File: config.mk
export PLATFORM = sky130hd
export DESIGN_NAME = spicrc_slave
export DESIGN_NICKNAME = d
export VERILOG_FILES = /design/src/rtl/spicrc_pkg.sv /design/src/rtl/spicrc_sync.sv /design/src/rtl/spicrc_frame.sv /design/src/rtl/spicrc_respgen.sv /design/src/rtl/spicrc_slave.sv
export SDC_FILE = /design/constraint.sdc
export NUM_CORES = 1
export LEC_CHECK = 0
export BUFFER_PORTS_ARGS = -buffer_cell sky130_fd_sc_hd__buf_4
export CORE_AREA = 3 3 130 132
export CTS_BUF_LIST = sky130_fd_sc_hd__clkbuf_2
export DETAILED_ROUTE_END_ITERATION = 12
export DIE_AREA = 0 0 133 135
export PLACE_DENSITY = 0.53
export SLEW_MARGIN = 10
export SYNTH_ARGS = -nofsm -noshare
export SYNTH_HDL_FRONTEND = slang
export SYNTH_SLANG_ARGS = --single-unit
File: constraint.sdc
create_clock -name clk -period 3.55 [get_ports clk]
set_input_delay 0.5325 -clock clk [delete_from_list [all_inputs] [get_ports clk]]
set_output_delay 0.5325 -clock clk [all_outputs]
set_load 0.03 [all_outputs]
File: src/rtl/spicrc_pkg.sv
package spicrc_pkg;
  localparam int ADDR_W  = 6;
  localparam int DATA_W  = 16;
  localparam int CRC_W   = 8;
  localparam int HDR_W   = 2 + ADDR_W + DATA_W;
  localparam int FRAME_W = HDR_W + CRC_W;
  localparam int CNT_W   = $clog2(FRAME_W + 2);
  localparam logic [CRC_W-1:0] POLY_LOW = 8'h07;

  // one step of MSB-first polynomial division, remainder register r
  function automatic logic [CRC_W-1:0] crc_step(input logic [CRC_W-1:0] r,
                                                 input logic b);
    return {r[CRC_W-2:0], b} ^ (r[CRC_W-1] ? POLY_LOW : '0);
  endfunction
endpackage

File: src/rtl/spicrc_sync.sv
module spicrc_sync #(
  parameter int W = 3,
  parameter int STAGES = 2,
  parameter logic [W-1:0] INIT = '0
) (
  input  logic         clk,
  input  logic         rst,
  input  logic [W-1:0] d,
  output logic [W-1:0] q
);
  logic [W-1:0] st [STAGES];

  for (genvar g = 0; g < STAGES; g++) begin : g_stage
    if (g == 0) begin : g_first
      always_ff @(posedge clk)
        if (rst) st[g] <= INIT;
        else     st[g] <= d;
    end else begin : g_next
      always_ff @(posedge clk)
        if (rst) st[g] <= INIT;
        else     st[g] <= st[g-1];
    end
  end

  assign q = st[STAGES-1];
endmodule

File: src/rtl/spicrc_frame.sv
module spicrc_frame
  import spicrc_pkg::*;
(
  input  logic              clk,
  input  logic              rst,
  input  logic              chk_en,
  input  logic              sclk_s,
  input  logic              cs_n_s,
  input  logic              mosi_s,
  input  logic [FRAME_W-1:0] tx_word,
  output logic              miso,
  output logic              done,
  output logic [CNT_W-1:0]  rx_len,
  output logic [CRC_W-1:0]  rx_rem,
  output logic              f_rw,
  output logic [ADDR_W-1:0] f_addr,
  output logic [DATA_W-1:0] f_data
);
  localparam logic [CNT_W-1:0] CNT_MAX = '1;

  logic sclk_q, cs_q;
  logic [FRAME_W-1:0] rx, tx;
  logic sclk_rise, sclk_fall, cs_start, cs_end;

  always_ff @(posedge clk)
    if (rst) begin
      sclk_q <= 1'b0;
      cs_q   <= 1'b1;
    end else begin
      sclk_q <= sclk_s;
      cs_q   <= cs_n_s;
    end

  assign sclk_rise = sclk_s & ~sclk_q;
  assign sclk_fall = ~sclk_s & sclk_q;
  assign cs_start  = ~cs_n_s & cs_q;
  assign cs_end    = cs_n_s & ~cs_q;

  always_ff @(posedge clk)
    if (rst) begin
      rx <= '0; tx <= '0; rx_len <= '0; rx_rem <= '0; done <= 1'b0;
    end else begin
      done <= 1'b0;
      if (cs_start) begin
        rx     <= '0;
        rx_len <= '0;
        rx_rem <= '0;
        tx     <= tx_word;
      end else if (!cs_n_s) begin
        if (sclk_rise) begin
          rx     <= {rx[FRAME_W-2:0], mosi_s};
          rx_rem <= crc_step(rx_rem, mosi_s);
          if (rx_len != CNT_MAX) rx_len <= rx_len + 1'b1;
        end
        if (sclk_fall) tx <= {tx[FRAME_W-2:0], 1'b0};
      end
      if (cs_end) done <= 1'b1;
    end

  assign miso = tx[FRAME_W-1];

  // field extraction: 32-bit frames carry the header above the CRC byte
  always_comb begin
    if (chk_en) begin
      f_rw   = rx[FRAME_W-1];
      f_addr = rx[FRAME_W-3 -: ADDR_W];
      f_data = rx[CRC_W +: DATA_W];
    end else begin
      f_rw   = rx[HDR_W-1];
      f_addr = rx[HDR_W-3 -: ADDR_W];
      f_data = rx[DATA_W-1:0];
    end
  end

  AST_IDLE_LEN_HOLD: assert property (@(posedge clk) disable iff (rst)
    (cs_n_s && cs_q) |=> $stable(rx_len)) else $error("idle length moved");
  AST_IDLE_MISO_HOLD: assert property (@(posedge clk) disable iff (rst)
    (cs_n_s && cs_q) |=> $stable(miso)) else $error("idle miso moved");
  AST_DONE_SINGLE: assert property (@(posedge clk) disable iff (rst)
    done |=> !done) else $error("done longer than one cycle");
endmodule

File: src/rtl/spicrc_respgen.sv
module spicrc_respgen
  import spicrc_pkg::*;
(
  input  logic              rw,
  input  logic              err,
  input  logic [ADDR_W-1:0] addr,
  input  logic [DATA_W-1:0] data,
  output logic [FRAME_W-1:0] word
);
  logic [HDR_W-1:0]   hdr;
  logic [FRAME_W-1:0] dividend;
  logic [CRC_W-1:0]   chain [FRAME_W+1];

  assign hdr      = {rw, err, addr, data};
  assign dividend = {hdr, {CRC_W{1'b0}}};
  assign chain[0] = '0;

  for (genvar g = 0; g < FRAME_W; g++) begin : g_div
    assign chain[g+1] = crc_step(chain[g], dividend[FRAME_W-1-g]);
  end

  assign word = {hdr, chain[FRAME_W]};
endmodule

File: src/rtl/spicrc_slave.sv
module spicrc_slave
  import spicrc_pkg::*;
#(
  parameter logic [5:0] STATUS_ADDR = 6'd2,
  parameter int         SYNC_STAGES = 2
) (
  input  logic        clk,
  input  logic        rst,
  input  logic        chk_en,
  input  logic        alm_en,
  input  logic        sclk,
  input  logic        cs_n,
  input  logic        mosi,
  output logic        miso,
  output logic        alm_n,
  output logic        wr_stb,
  output logic [5:0]  wr_addr,
  output logic [15:0] wr_data,
  output logic [5:0]  rd_addr,
  input  logic [15:0] rd_data
);
  localparam logic [CNT_W-1:0] LEN_CHK   = CNT_W'(FRAME_W);
  localparam logic [CNT_W-1:0] LEN_PLAIN = CNT_W'(HDR_W);

  logic sclk_s, cs_n_s, mosi_s;
  logic f_done, f_rw;
  logic [CNT_W-1:0]  f_len;
  logic [CRC_W-1:0]  f_rem;
  logic [ADDR_W-1:0] f_addr;
  logic [DATA_W-1:0] f_data;
  logic [FRAME_W-1:0] resp_word;
  logic bad;

  logic p_rw, p_err, rd_pend, stat_snap, alarm;
  logic [ADDR_W-1:0] p_addr;
  logic [DATA_W-1:0] r_data;

  spicrc_sync #(.W(3), .STAGES(SYNC_STAGES), .INIT(3'b010)) u_sync (
    .clk(clk), .rst(rst), .d({sclk, cs_n, mosi}), .q({sclk_s, cs_n_s, mosi_s}));

  spicrc_frame u_frame (
    .clk(clk), .rst(rst), .chk_en(chk_en),
    .sclk_s(sclk_s), .cs_n_s(cs_n_s), .mosi_s(mosi_s),
    .tx_word(resp_word), .miso(miso), .done(f_done),
    .rx_len(f_len), .rx_rem(f_rem),
    .f_rw(f_rw), .f_addr(f_addr), .f_data(f_data));

  spicrc_respgen u_resp (
    .rw(p_rw), .err(p_err), .addr(p_addr), .data(r_data), .word(resp_word));

  assign bad = (f_len != (chk_en ? LEN_CHK : LEN_PLAIN)) || (chk_en && (f_rem != '0));

  always_ff @(posedge clk)
    if (rst) begin
      p_rw <= 1'b0; p_err <= 1'b0; p_addr <= '0; r_data <= '0;
      wr_stb <= 1'b0; wr_addr <= '0; wr_data <= '0; rd_addr <= '0;
      rd_pend <= 1'b0; stat_snap <= 1'b0; alarm <= 1'b0; alm_n <= 1'b1;
    end else begin
      wr_stb  <= 1'b0;
      rd_pend <= 1'b0;
      alm_n   <= ~(alm_en & alarm);
      if (f_done) begin
        p_rw      <= f_rw;
        p_err     <= bad;
        p_addr    <= f_addr;
        r_data    <= f_data;
        stat_snap <= alarm;
        if (!bad && !f_rw) begin
          wr_stb  <= 1'b1;
          wr_addr <= f_addr;
          wr_data <= f_data;
        end
        if (!bad && f_rw) begin
          rd_pend <= 1'b1;
          rd_addr <= f_addr;
        end
        if (bad) alarm <= 1'b1;
        else if (f_rw && f_addr == STATUS_ADDR) alarm <= 1'b0;
      end
      if (rd_pend)
        r_data <= (p_addr == STATUS_ADDR) ? {{(DATA_W-1){1'b0}}, stat_snap} : rd_data;
    end

  AST_WR_AFTER_FRAME: assert property (@(posedge clk) disable iff (rst)
    wr_stb |-> ($past(f_done) && !p_err && !p_rw)) else $error("stray write");
  AST_WR_SINGLE: assert property (@(posedge clk) disable iff (rst)
    wr_stb |=> !wr_stb) else $error("write strobe too long");
  AST_ALM_CLEAR_SRC: assert property (@(posedge clk) disable iff (rst)
    $fell(alarm) |-> ($past(f_done) && p_rw && !p_err && p_addr == STATUS_ADDR))
    else $error("alarm cleared without status read");
  AST_ALM_RISE_SRC: assert property (@(posedge clk) disable iff (rst)
    $rose(alarm) |-> p_err) else $error("alarm set without error");
  AST_PIN_GATED: assert property (@(posedge clk) disable iff (rst)
    !alm_n |-> $past(alm_en && alarm)) else $error("alarm pin without cause");
endmodule

# == Word-level counts from Yosys, hierarchy flattened ==
# Memory sizes are Yosys's and may differ from the RTL's.
# Index checks and enable logic that the tools add are counted.
# classes
addsub,1
n_eq_ne,5
mux,45
bitwise_logic,38
n_reduce_logical,19
# ops
op,n
8-bit bitwise XOR,17
32-bit 2-to-1 mux,3
3-bit 2-to-1 mux,27
16-bit 2-to-1 mux,4
8-bit by 3-bit bitwise XOR with 8-bit output,8
"6-bit by 2-bit == test with 1-bit output, second input constant",2
6-bit 2-to-1 mux,2
2-bit AND reduction,5
1-bit 2-to-1 mux,9
8-bit nonzero test,1
"6-bit by 1-bit adder with 6-bit output, second input constant",1
6-bit inequality test,1
"6-bit inequality test, second input constant",1
1-bit NOT,6
2-bit nonzero test,3
1-bit bitwise AND,5
1-bit logical AND,4
2-bit OR reduction,2
3-bit AND reduction,1
1-bit zero test,2
"2-bit by 1-bit inequality test with 1-bit output, second input constant",1
1-bit OR,2
1-bit logical OR,1
# totals
ff_bits,138
ram_bits,6
in_bits,23
output_inout_bits,31
elab_cells,128
n_memories,1
# memory_table
name,words,word_bits,rd,rd_clocked_by_memory_dff,write_ports,line_no,source
u_sync.st,2,3,2,0,2,spicrc_sync.sv:11,logic [W-1:0] st [STAGES];

# == Logic depth before layout (Yosys ltp) ==
# logic_depth
depth_word,49
depth_mapped,8
ltp_nobuf,7

# == Cells and area by module ==
# From an unflattened synthesis, not the netlist that was laid out.
# unflattened
hier_cells,721
area_unflattened_um2,6871.6
# by_module_without_submodules
module,n_inst,cells_per_inst,area_each_um2,seq_area_each_um2
spicrc_frame,1,382,3475.8,1621.6
spicrc_slave,1,257,2484.9,1141.1
spicrc_respgen,1,70,753.2,0.0
spicrc_sync,1,12,157.7,120.1

# == Least setup slack after synthesis ==
# Ideal clock, no wire load.
# synth_timing
kind,input port to flip-flop
start,in chk_en
end,reg rd_addr[3]
setup_ns,0.086
arrival_ns,1.975
required_time_ns,3.464
path_slack_ns,1.489
cell_stages,8
path_buffers,2
cell_sequence,buf_4 nor4b_1 a32oi_1 or2_2 nor2_1 buf_2 nor2_1 a211oi_1
# synth_between
elab_chain_cells,6
word_cells_on_any_way,9
classes_between,eq/ne (1); mux (3); reduce/logical (5)
# synth_rtl
element,line_no,source
"start, declared",spicrc_slave.sv:9,"input logic chk_en,"
6-bit 2-to-1 mux,spicrc_slave.sv:51,assign bad = (f_len != (chk_en ? LEN_CHK : LEN_PLAIN)) || (chk_en && (f_rem != '0));
6-bit inequality test,spicrc_slave.sv:51,
1-bit logical OR,spicrc_slave.sv:51,
1-bit zero test,spicrc_slave.sv:73,if (!bad && f_rw) begin
1-bit logical AND,spicrc_slave.sv:73,
2-bit AND reduction (no source line),-,
"end signal, assigned",spicrc_slave.sv:75,rd_addr <= f_addr;
"end, declared",spicrc_slave.sv:19,"output logic [5:0] rd_addr,"
# Parallel ways exist; a longest one is shown, timed or not.
# A chain may end at the register's enable or synchronous reset.

# == Worst setup path in the final report ==
# layout_timing
start,reg u_frame.rx_len[5]
end,reg wr_data[1]
# layout_between
elab_chain_cells,5
# layout_rtl
element,line_no,source
"start, declared",spicrc_frame.sv:13,"output logic [CNT_W-1:0] rx_len,"
"start signal, assigned",spicrc_frame.sv:53,if (rx_len != CNT_MAX) rx_len <= rx_len + 1'b1;
6-bit inequality test,spicrc_slave.sv:51,
1-bit logical OR,spicrc_slave.sv:51,
1-bit zero test,spicrc_slave.sv:68,if (!bad && !f_rw) begin
1-bit logical AND,spicrc_slave.sv:68,
2-bit AND reduction (no source line),-,
"end signal, assigned",spicrc_slave.sv:71,wr_data <= f_data;
"end, declared",spicrc_slave.sv:18,"output logic [15:0] wr_data,"
# Every way passes these cells.

==> qor.yml <==
sta:
  maxSlewHeadroom: 0.3241
  max_clock_freq_mhz: 408.1
  finalHoldViolations: 0
  layout_min_cycle_time_ps: 2450
  grt_setup_unrepaired: "no"
  whs_ps: 85.09
  slew_violations: 0
  period_share: 0.6903
  fin_setup_tns_ps: 0
  skew_ps: 41.18
  worst_pin_slew_ps: 1012
  setup_viol: 0
synthesis:
  netlist_area_sq_um: 6287
  synth-seq-cells: 144
  synthFlopType: "dfxtp_1"
  ys_warn_count: 0
  synth.distinct_cells: 40
  async_flop_share: 0
  synth_seq_area_share: 0.4585
  synth.net_count: 721
  synth_edf_count: 0
  synthCells: 696
  syn-mean-instance-area_sq_um: 9.033
clock_tree:
  cts_tree: "built"
  clock-sinks: 144
  clockBufferDepth: 2
  clk_latency_ps: 690
  cts-buffers-inserted: 17
  cts-htree-levels: 4
  cts_root_buffer: "clkbuf_2"
  clk_pin_slew_worst_paths_ps: 200
  ctsResizeCount: 0
  post-cts-setup-buffer-count: 0
placement:
  port_buffers: 53
  gp_congestion: 0.8375
  dp_hpwl_microns: 10630
final_layout:
  layout-drive-gt1-share: 0.1333
  nNetsFinal: 748
  diodes: 0
  fillers: 1577
  area_growth_pct: 12.56
power_and_ir_drop:
  pwr-share-comb: 0.085
  swShare: 0.2499
  p_clk_frac: 0.335
  power_density_nw_per_um2: 407.3
  power_frac_seq: 0.581
  p_int_mw: 2.162
  leakagePower_nw: 2.472
  power_switching_uw: 720.4
  vdd_drop_max_v: 0.0002782
routing:
  dr_total_vias: 4813
  drc: 0
  drt_iter0_drc: 331
  wl_microns: 15160
  postRouteAntennaNets: 0
  firstDrtPassIters: 4
  avgRoutedWirePerCell_microns: 15.94
  via_per_inst: 5.061
worst_setup_path:
  crit_path_start_kind: "flop"
  cpMaxStageDelayCell: "nor2_4"
  critPathMaxFanout: 40
  r2r_start: "u_frame.rx_len[5]"
  arrival_ps: 3040
  cp.required_ps: 4140
  rrSetupSlack_ps: 1100
  r2r-end: "wr_data[1]"
  crit_type: "reg -> reg"
  crit_chain: "nor4b_1 -> a32oi_1 -> or2_2 -> nor2_4 -> nor2_1 -> a211oi_1"
  reg2reg_depth: 6
  cpPeakStageDelay_ps: 660
  crit_path_end_kind: "flop"
worst_hold_path:
  hold_start: "sclk"
  min_to: "u_sync.st[0][2]"
  whs_path_depth: 2
  min_path_type: "in -> reg"
global_routing:
  grt_max_degree: 60
  track_usage: 0.1725
  grt_pass1_vias: 4520
  grt_pass1_wl_microns: 24520
  antenna_found_initial: 0
  grt_overflow_total: 0
floorplan:
  ioPinCount: 54
  die_w_microns: 133
  fp.dieH_microns: 135
  start_util: 0.3972
  rows: 46
  die_area_sq_um: 17960
  core_area_sq_um: 15830
job:
  max-cap-violations: 0
run_status:
  status: "finished clean"
-- worst max-delay path, delay by kind of cell, from the launching register on --
family             cells  cell delay, ps
AOI/OAI and AO/OA      2             460
and+or+nand+nor        4            1440
DFF                    1             470
-- registers in the layout, summed over array words and instances, names as in the netlist --
register / cells
u_frame.rx_len: 6
u_frame.tx: 32
u_frame.done: 1
u_sync.st: 6
u_frame.rx: 32
p_addr: 6
rd_addr: 6
p_err: 1
u_frame.rx_rem: 8
rd_pend: 1
stat_snap: 1
p_rw: 1
u_frame.sclk_q: 1
alarm: 1
wr_stb: 1
wr_data: 16
alm_n: 1
wr_addr: 6
r_data: 16
u_frame.cs_q: 1
-- placed cells by master (no fill, tap or decap), drive strengths merged, types with 3 or more instances in the layout --
cell type,Yosys,layout
dfxtp,144,144
nor2,111,111
a211oi,84,84
nand2,80,80
buf,17,61
mux2i,55,55
a21oi,44,44
xnor2,38,38
clkbuf,40,20
a31oi,16,16
xor2,12,12
nor2b,7,7
xnor3,7,7
inv,3,5
nor4,4,4
dlygate4sd3,0,4
nand2b,4,4
or2,4,4
clkinv,0,4
nor4b,3,3
nand3b,3,3
bufinv,0,3
nor3b,3,3
-- cell type report --
class,instances,area [sq um],share of cell area
Timing Repair Buffer,65,498.0,0.07037
Sequential cell,144,2883,0.4074
Multi-Input combinational cell,492,3176,0.4487
Tap cell,216,270.3,0.03819
Clock inverter,11,138.9,0.01963
Clock buffer,20,100.1,0.01414
Inverter,3,11.26,0.001591
-- through the flow --
step           instances  area, sq um  power (mW)  utilization  setup slack [ps]
5_1_grt              951         7077       3.034       0.4471             939.3
3_5_place_dp         916         6798       1.948       0.4295             695.8
2_1_floorplan        696         6287       1.890            -              1489
4_1_cts              950         7067       2.918       0.4465              1138
6_report             951         7077       2.882       0.4471              1100
3_3_place_gp         916         6798       1.947       0.4295             759.0
-- timing repair --
action,CTS,global route
hold buffers,3,1
endpoints found under the hold margin,3,1
endpoints found under the setup margin,0,0
-- worst max-delay path by stage --
stage | to | depth (start not counted) | slack (ps) | from
6_report | wr_data[1] | 6 | 1100 | u_frame.rx_len[5]
5_1_grt | wr_addr[0] | 6 | 940 | u_frame.rx_len[5]
4_1_cts | wr_data[1] | 6 | 1140 | u_frame.rx_len[5]
3_5_place_dp | wr_data[1] | 7 | 700 | chk_en
3_3_place_gp | wr_data[5] | 7 | 760 | chk_en
2_1_floorplan | rd_addr[3] | 8 | 1490 | chk_en
-- cell usage after synthesis, types with 2 or more instances --
library cell | number | share of area
dfxtp_1 | 144 | 0.46
nor2_1 | 110 | 0.066
a211oi_1 | 84 | 0.10
nand2_1 | 80 | 0.048
mux2i_1 | 55 | 0.088
a21oi_1 | 44 | 0.035
clkbuf_1 | 40 | 0.024
xnor2_1 | 35 | 0.049
a31oi_1 | 16 | 0.016
xor2_1 | 12 | 0.017
buf_1 | 8 | 0.0048
buf_2 | 7 | 0.0056
nor2b_1 | 7 | 0.0070
xnor3_1 | 6 | 0.021
nand2b_1 | 4 | 0.0040
nor4_1 | 4 | 0.0040
inv_1 | 3 | 0.0018
nand3b_1 | 3 | 0.0036
nor3b_1 | 3 | 0.0036
nor4b_1 | 3 | 0.0042
or2_1 | 3 | 0.0030
xnor2_2 | 3 | 0.0078
and3_1 | 2 | 0.0020
buf_4 | 2 | 0.0024
ha_1 | 2 | 0.0040
nor3_1 | 2 | 0.0016
-- power groups by stage --
stage                     clock network (mW)  logic, mW  registers [mW]
final                                  0.965      0.244            1.67
after CTS                              0.998      0.246            1.67
after floorplan                            0      0.193            1.70
after detailed placement                   0      0.242            1.71
after global routing                    1.09      0.268            1.68
after global placement                     0      0.241            1.71
-- cell families (layout without fill, tap and decap cells) --
kind of cell,after synthesis,in the layout,share of synthesized area
buffers and inverters,60,99,0.03841
AOI/OAI and AO/OA,150,150,0.1584
xor gates and xnor gates,57,57,0.09851
and+or+nand+nor,228,228,0.1546
DFF,144,144,0.4585
muxes,55,55,0.08756
adders and majority gates,2,2,0.003979
-- routing by layer --
| layer | part of all wire | vias to the layer above | wire length, microns | GRT usage |
|---|---|---|---|---|
| met4 | 0.0094 | 0 | 143 | 0.04388 |
| met3 | 0.043 | 10 | 659 | 0.04173 |
| li1 | - | 2473 | - | - |
| met2 | 0.45 | 88 | 6772 | 0.2602 |
| met5 | 0 | - | 0 | 0 |
| met1 | 0.50 | 2242 | 7587 | 0.2486 |
Power figures use the tool's default switching activity.
